<file path="src/rtl/deglitch_pkg.sv">
package deglitch_pkg;
    localparam int IVL_W    = 20;
    localparam int ADDR_W   = 8;
    localparam int DATA_W   = 32;
    localparam int IVL_ADDR = 8;
    localparam int EN_BASE  = 'h44;
    localparam int EN_STEP  = 'h10;

    typedef logic [IVL_W-1:0] ivl_t;

    typedef struct packed {
        logic out;
        logic cand;
        ivl_t cnt;
    } chan_state_t;

    function automatic logic [ADDR_W-1:0] en_addr(input int unsigned p);
        return ADDR_W'(EN_BASE + p * EN_STEP);
    endfunction
endpackage

</file>
<file path="src/rtl/deglitch_sync.sv">
module deglitch_sync #(
    parameter int W = 32
) (
    input  logic         clk,
    input  logic         rst,
    input  logic [W-1:0] d,
    output logic [W-1:0] q
);
    logic [W-1:0] meta_q;

    always_ff @(posedge clk) begin
        if (rst) begin
            meta_q <= '0;
            q      <= '0;
        end else begin
            meta_q <= d;
            q      <= meta_q;
        end
    end
endmodule

</file>
<file path="src/rtl/deglitch_regs.sv">
module deglitch_regs
    import deglitch_pkg::*;
#(
    parameter int NUM_PORTS = 4,
    parameter int PORT_W    = 8
) (
    input  logic                        clk,
    input  logic                        rst,
    input  logic                        we,
    input  logic [ADDR_W-1:0]           addr,
    input  logic [DATA_W-1:0]           wdata,
    output logic [DATA_W-1:0]           rdata,
    output ivl_t                        interval,
    output logic [NUM_PORTS*PORT_W-1:0] en_flat
);
    logic [PORT_W-1:0] en_q [NUM_PORTS];

    always_ff @(posedge clk) begin
        if (rst)
            interval <= '0;
        else if (we && addr == ADDR_W'(IVL_ADDR))
            interval <= wdata[IVL_W-1:0];
    end

    for (genvar p = 0; p < NUM_PORTS; p++) begin : g_port
        always_ff @(posedge clk) begin
            if (rst)
                en_q[p] <= '0;
            else if (we && addr == en_addr(p))
                en_q[p] <= wdata[PORT_W-1:0];
        end
        assign en_flat[p*PORT_W +: PORT_W] = en_q[p];
    end

    always_comb begin
        rdata = '0;
        if (addr == ADDR_W'(IVL_ADDR))
            rdata[IVL_W-1:0] = interval;
        for (int p = 0; p < NUM_PORTS; p++) begin
            if (addr == en_addr(p))
                rdata[PORT_W-1:0] = en_q[p];
        end
    end
endmodule

</file>
<file path="src/rtl/deglitch_chan.sv">
module deglitch_chan
    import deglitch_pkg::*;
(
    input  logic clk,
    input  logic rst,
    input  logic tick,
    input  logic sync_in,
    input  logic en,
    input  ivl_t interval,
    output logic filt
);
    chan_state_t st_q, st_d;
    ivl_t        base;
    logic        done;

    always_comb begin
        st_d = st_q;
        base = '0;
        done = 1'b0;
        if (!en || interval == '0) begin
            st_d.out  = sync_in;
            st_d.cand = sync_in;
            st_d.cnt  = '0;
        end else if (sync_in == st_q.out) begin
            st_d.cand = sync_in;
            st_d.cnt  = '0;
        end else begin
            base      = (sync_in == st_q.cand) ? st_q.cnt : '0;
            st_d.cand = sync_in;
            st_d.cnt  = base;
            if (tick) begin
                done = ({1'b0, base} + (IVL_W+1)'(1)) >= {1'b0, interval};
                if (done) begin
                    st_d.out = sync_in;
                    st_d.cnt = '0;
                end else begin
                    st_d.cnt = base + IVL_W'(1);
                end
            end
        end
    end

    always_ff @(posedge clk) begin
        if (rst)
            st_q <= '{out: 1'b0, cand: 1'b0, cnt: '0};
        else
            st_q <= st_d;
    end

    assign filt = st_q.out;
endmodule

</file>
<file path="src/rtl/deglitch_bank.sv">
module deglitch_bank
    import deglitch_pkg::*;
#(
    parameter int NUM_PORTS = 4,
    parameter int PORT_W    = 8,
    localparam int NCH      = NUM_PORTS * PORT_W
) (
    input  logic              clk,
    input  logic              rst,
    input  logic              tick,
    input  logic [NCH-1:0]    raw_in,
    input  logic              reg_we,
    input  logic [ADDR_W-1:0] reg_addr,
    input  logic [DATA_W-1:0] reg_wdata,
    output logic [DATA_W-1:0] reg_rdata,
    output logic [NCH-1:0]    filt_out
);
    logic [NCH-1:0] sync_q;
    logic [NCH-1:0] en_flat;
    ivl_t           interval_q;

    deglitch_sync #(.W(NCH)) u_sync (
        .clk (clk),
        .rst (rst),
        .d   (raw_in),
        .q   (sync_q)
    );

    deglitch_regs #(.NUM_PORTS(NUM_PORTS), .PORT_W(PORT_W)) u_regs (
        .clk      (clk),
        .rst      (rst),
        .we       (reg_we),
        .addr     (reg_addr),
        .wdata    (reg_wdata),
        .rdata    (reg_rdata),
        .interval (interval_q),
        .en_flat  (en_flat)
    );

    for (genvar c = 0; c < NCH; c++) begin : g_chan
        deglitch_chan u_chan (
            .clk      (clk),
            .rst      (rst),
            .tick     (tick),
            .sync_in  (sync_q[c]),
            .en       (en_flat[c]),
            .interval (interval_q),
            .filt     (filt_out[c])
        );
    end
endmodule

</file>
<file path="config.mk">
export PLATFORM = sky130hd
export DESIGN_NAME = deglitch_bank
export DESIGN_NICKNAME = d
export VERILOG_FILES = /design/src/rtl/deglitch_pkg.sv /design/src/rtl/deglitch_sync.sv /design/src/rtl/deglitch_regs.sv /design/src/rtl/deglitch_chan.sv /design/src/rtl/deglitch_bank.sv
export SDC_FILE = /design/constraint.sdc
export NUM_CORES = 2
export LEC_CHECK = 0
export CAP_MARGIN = 20
export CORE_ASPECT_RATIO = 0.8
export CORE_MARGIN = 2
export CORE_UTILIZATION = 65
export DETAILED_ROUTE_END_ITERATION = 10
export GPL_TIMING_DRIVEN = 1
export PLACE_DENSITY_LB_ADDON = 0.15
export SLEW_MARGIN = 5
export SYNTH_ARGS = -nofsm -noshare
export SYNTH_HDL_FRONTEND = slang
export SYNTH_HIERARCHICAL = 1
export SYNTH_SLANG_ARGS = --single-unit
</file>
<file path="constraint.sdc">
create_clock -name clk -period 11.2 [get_ports clk]
set_input_delay 2.8 -clock clk [delete_from_list [all_inputs] [get_ports clk]]
set_output_delay 2.8 -clock clk [all_outputs]
set_load 0.01 [all_outputs]
</file>
; ---- Yosys cells after proc, flatten, opt, wreduce, memory -nomap -nowiden
; Memory sizes are Yosys's and may differ from the RTL's.
; Cells that the tools add are included.
[classes]
n_addsub = 64
reduce_logical = 198
mux = 279
n_eq_ne = 101
order_cmp = 32
n_bitwise = 4
[ops]
columns = op, count
row1 = $mux 20, 129
row2 = $mux 22, 32
row3 = $add 20x1->21 const B, 32
row4 = $ge 21x20->1, 32
row5 = $add 20x1->20 const B, 32
row6 = $reduce_bool 2->1, 64
row7 = $mux 1, 110
row8 = $reduce_and 3->1, 32
row9 = $reduce_or 3->1, 32
row10 = $eq 1x1->1, 64
row11 = $mux 8, 8
row12 = $ne 2x1->1 const B, 32
row13 = $eq 8x7->1 const B, 4
row14 = $logic_not 1->1, 32
row15 = $logic_or 1x1->1, 32
row16 = $logic_not 20->1, 1
row17 = $eq 8x4->1 const B, 1
row18 = $logic_and 1x1->1, 5
row19 = $or 1x1->1, 4
[totals]
mem_bits_rw = 32
memories = 1
elab_cells = 778
output_inout_bits = 64
inputBits = 76
register_bits = 788
[memory_table]
columns = memory, words, word_bits, rd, rd_ports_with_merged_regs, write_ports, line_no
row1 = u_regs.en_q, 4, 8, 4, 0, 4, deglitch_regs.sv:16  ; logic [PORT_W-1:0] en_q [NUM_PORTS];

; ---- Logic depth before layout (Yosys ltp)
[logic_depth]
depth_word = 8
depth_mapped = 19
depth_no_buf = 16

; ---- By module
; Netlist, hierarchy kept.
[by_module_without_submodules]
columns = mod, area_each_um2, n_inst, cells_per_inst
row1 = deglitch_chan (g_chan[19].u_chan ...), 1931.9, 19, 261
row2 = deglitch_chan (g_chan[0].u_chan ...), 2011.9, 12, 282
row3 = deglitch_regs, 2533.7, 1, 251
row4 = deglitch_chan (g_chan[31].u_chan), 1951.9, 1, 265
row5 = deglitch_sync, 1918.1, 1, 135

; ---- Least setup slack after synthesis
; OpenSTA, ideal clock, no wires.
[synth_timing]
kind = input -> output
start = input port reg_addr[4]
end = output port reg_rdata[0]
t_required_ns = 8.400
stages = 6
arrival_time_ns = 4.246
setup_slack_ns = 4.154
path_buffers = 2
cell_sequence = buf_6 > or4_4 > nor4_4 > buf_2 > a21oi_1 > o22ai_1
[synth_via]
elab_chain_cells = 6
elab_cells_between_ends = 10
classes_between = eq/ne (5) / mux (5)
[synth_rtl]
columns = item, line_no
row1 = start: declaration, deglitch_bank.sv:13  ; input logic [ADDR_W-1:0] reg_addr,
row2 = $eq 8x4->1, deglitch_regs.sv:37  ; if (addr == ADDR_W'(IVL_ADDR))
row3 = $mux 20, deglitch_regs.sv:37
row4 = $mux 8 (3 in a row), deglitch_regs.sv:40  ; if (addr == en_addr(p))
row5 = $mux 8 *, deglitch_regs.sv:40
row6 = end: declaration, deglitch_bank.sv:15  ; output logic [DATA_W-1:0] reg_rdata,
; Mark *: on every way between the ends. The rest lies on a longest branch, timed or not.

; ---- Worst setup path after layout
[layout_timing]
start = input port reg_addr[5]
end = output port reg_rdata[4]
; The elaborated chain is that of the path after synthesis.

==> flow_summary_export.csv <==
group,metric,value,unit
outcome,status,"finished, final reports clean",
route,drc,0,
worst_setup_path,worst-path-buf-inv,4,
worst_setup_path,startpoint_type,"primary input",
timing,clock.fmax,0.120,GHz
yosys,yosys_register_bits,820,
timing,skew,20.9,ps
route,first_iter_violations,7752,
layout,post-route-cell-area,72800,µm²
worst_setup_path,cp_top_family,"buffers and inverters",
grt,grt_pass1_vias,62123,
yosys,synth-seq-area-share,24.9,%
yosys,synthCells,8994,
timing,slew_headroom,19.8,%
timing,setup_viol,0,
clock_network,cts_max_level,3,
power_and_ir_drop,p_seq_share,44.8,%
grt,grt_pass1_wl,324000,µm
hold_path,hold_class,"reg2reg",
placed_design,dpl.hpwl,130000,µm
yosys,yosys_warnings,6,
worst_setup_path,cp_cell_sequence,"clkdlybuf4s50_1, buf_4, or4_4, nor4_4, buf_6, a22oi_1, o21ai_0, clkdlybuf4s50_1",
power_and_ir_drop,p_sw_share,24.7,%
layout,nFillCells,8316,
power_and_ir_drop,intPower,5.02,mW
power_and_ir_drop,clockPowerShare,49.5,%
worst_setup_path,crit_path_end_kind,"output port",
grt,track_usage,36.9,%
worst_setup_path,worstSetupPathType,"in2out",
floorplan,core,103000,µm²
yosys,yosysTopAreaCell,"dfxtp_1",
floorplan,start_util,65.5,%
route,firstDrtPassIters,8,
layout,seq_area,16800,µm²
grt,gr-total-overflow,0,
timing,finalHoldViolCount,0,
worst_setup_path,required,8400,ps
grt,antenna_found_initial,12,
layout,nets,9697,
floorplan,fp.dieH,292,µm
placed_design,placed_area,69500,µm²
clock_network,post-cts-setup-buffers,0,
route,vias_per_cell,6.51,
timing,fin_setup_tns,0,ps
floorplan,ios,140,
clock_network,root_buffer,"clkbuf_16",
yosys,netlist_area,67300,µm²
flow_run,drv_cap,0,
timing,finalMaxSlewViolations,0,
timing,fin_crit,8350,ps
worst_setup_path,slowest_stage,"clkdlybuf4s50_1",
route,ant_nets,0,
yosys,syn_area_per_cell,7.48,µm²
worst_setup_path,slowest_delay,610,ps
clock_network,cts_hold_buf,0,
power_and_ir_drop,comb_power_share,5.7,%
floorplan,die_w,364,µm
layout,multi_input_area,46200,µm²
floorplan,num_rows,105,
power_and_ir_drop,powerDensity,91.7,nW/µm²
route,routed_wl,204000,µm
timing,finalCritPeriodShare,74.5,%
clock_network,cts_buffers,93,
placed_design,routabilityCongestion,0.951,
yosys,synth_top_area_share,23.5,%
clock_network,clockBufferDepth,3,
placed_design,io_buffers,115,
layout,syn2layout_area_growth,8.25,%
clock_network,clk_pin_slew,50,ps
power_and_ir_drop,p_sw,1.65,mW
layout,mostFrequentLayoutCell,"nand2_1",
clock_network,cts_resized,0,
layout,mostFrequentLayoutCells,"nand2_1, nor2_1, dfxtp_1",
worst_setup_path,worst_path_most_repeated_cell,"clkdlybuf4s50_1",
yosys,synth_cell_types,78,
yosys,synth_edf_count,32,
floorplan,die-area,106000,µm²
layout,drive_gt1_share,7.25,%
worst_setup_path,cp.arrival,5550,ps
clock_network,cts.sinks,820,
clock_network,cts_tree,"done",
route,post_drt_wl_per_cell,19.6,µm
timing,worst_pin_slew,1190,ps
clock_network,clk-insertion-delay-late,700,ps
power_and_ir_drop,leakage,25.6,nW
route,via_count,67884,
yosys,yosys-top-cells-area,"dfxtp_1, ha_1, nand2_1",
yosys,synthArstFlopShare,0,%
power_and_ir_drop,ir_drop,0.108,mV
timing,rsz0062_at_grt,"no",
yosys,synth_ff_type,"dfxtp_1",
grt,grt_max_degree,159,
worst_setup_path,cp_max_fo,18,
==> worst reg2reg max path: cells and delay by family (launching register included) <==
kind / cells / cell delay [ps]
compound gates: 6 / 1020
flops: 1 / 400
simple gates: 5 / 2390
fa+ha+maj: 2 / 550
xor+xnor: 1 / 690
buf+inv: 1 / 350
==> registers in the layout, indices dropped and copies added, names as in the netlist <==
name,cells
u_regs/en_q,32
g_chan.u_chan/st_q,672
u_sync/q,32
u_sync/meta_q,32
u_regs/interval,20
g_chan.u_chan/filt,32
==> metal layers <==
layer	GRT usage, %	wire, µm
met2	57.0	87900
met5	2.19	589
met1	49.4	85000
met3	8.04	21600
met4	15.1	8780
==> power groups by stage <==
| stage | Clock (mW) | Sequential, mW | Combinational (mW) |
|---|---|---|---|
| finish | 3.30 | 2.99 | 0.381 |
| global route | 3.44 | 2.99 | 0.403 |
| CTS | 3.34 | 2.99 | 0.369 |
| detailed placement | 0 | 3.05 | 0.368 |
| global placement | 0 | 3.05 | 0.357 |
| floorplan | 0 | 3.04 | 0.236 |
==> through the flow <==
stage	power (mW)	setup slack (ps)	instances	hold slack, ps	utilization, %
finish	6.68	2850	10424	434	71.0
global route	6.84	2820	10418	449	70.9
CTS	6.70	2460	10408	439	70.9
detailed placement	3.42	2450	10239	423	67.7
global placement	3.41	2520	10229	417	67.6
floorplan	3.28	4150	9005	414	-
==> area by class of cell <==
cell class	instances	share of cell area [%]
diodes	10	0.0344
clock buffers	131	3.83
clock inverters	38	0.631
inverters	741	3.82
multi-input cells	7077	63.4
flip-flops and latches	820	23.1
well taps	1391	2.39
repair buffers	216	2.78
==> logic make-up (layout without fill, tap and decap cells) <==
family / after synthesis / after routing / synth area share, %
DFF: 820 / 820 / 24.9
xor gates and xnor gates: 525 / 525 / 7.38
buffers and inverters: 1108 / 1126 / 6.55
other: 1 / 22 / 0.00558
adders and majority gates: 672 / 672 / 12.5
muxes: 47 / 47 / 0.737
and+or+nand+nor: 4153 / 4153 / 32.6
AOI/OAI and AO/OA: 1668 / 1668 / 15.3
==> worst paths after layout <==
check                               startpoint  depth (start not counted)                                    to  slack, ps
hold / removal    u_sync/meta_q[14]$_SDFF_PP0_                          1               u_sync/q[14]$_SDFF_PP0_        430
setup reg to reg       u_sync/q[10]$_SDFF_PP0_                         15  g_chan[10].u_chan/st_q[5]$_SDFF_PP0_       5720
setup / recovery                   reg_addr[5]                          8                          reg_rdata[4]       2850
hold reg to reg   u_sync/meta_q[14]$_SDFF_PP0_                          1               u_sync/q[14]$_SDFF_PP0_        430
==> Yosys cell counts (all sizes together) (139+ instances only) <==
cell / n
nand2: 1172
nor2: 834
dfxtp: 788
inv: 741
ha: 672
a21oi: 666
nand4: 522
o21ai: 341
nand3: 315
clkbuf: 278
xor2: 274
nor4: 269
a31oi: 251
xnor2: 251
and2: 139
nor2b: 139
(Power assumes the default switching activity.)
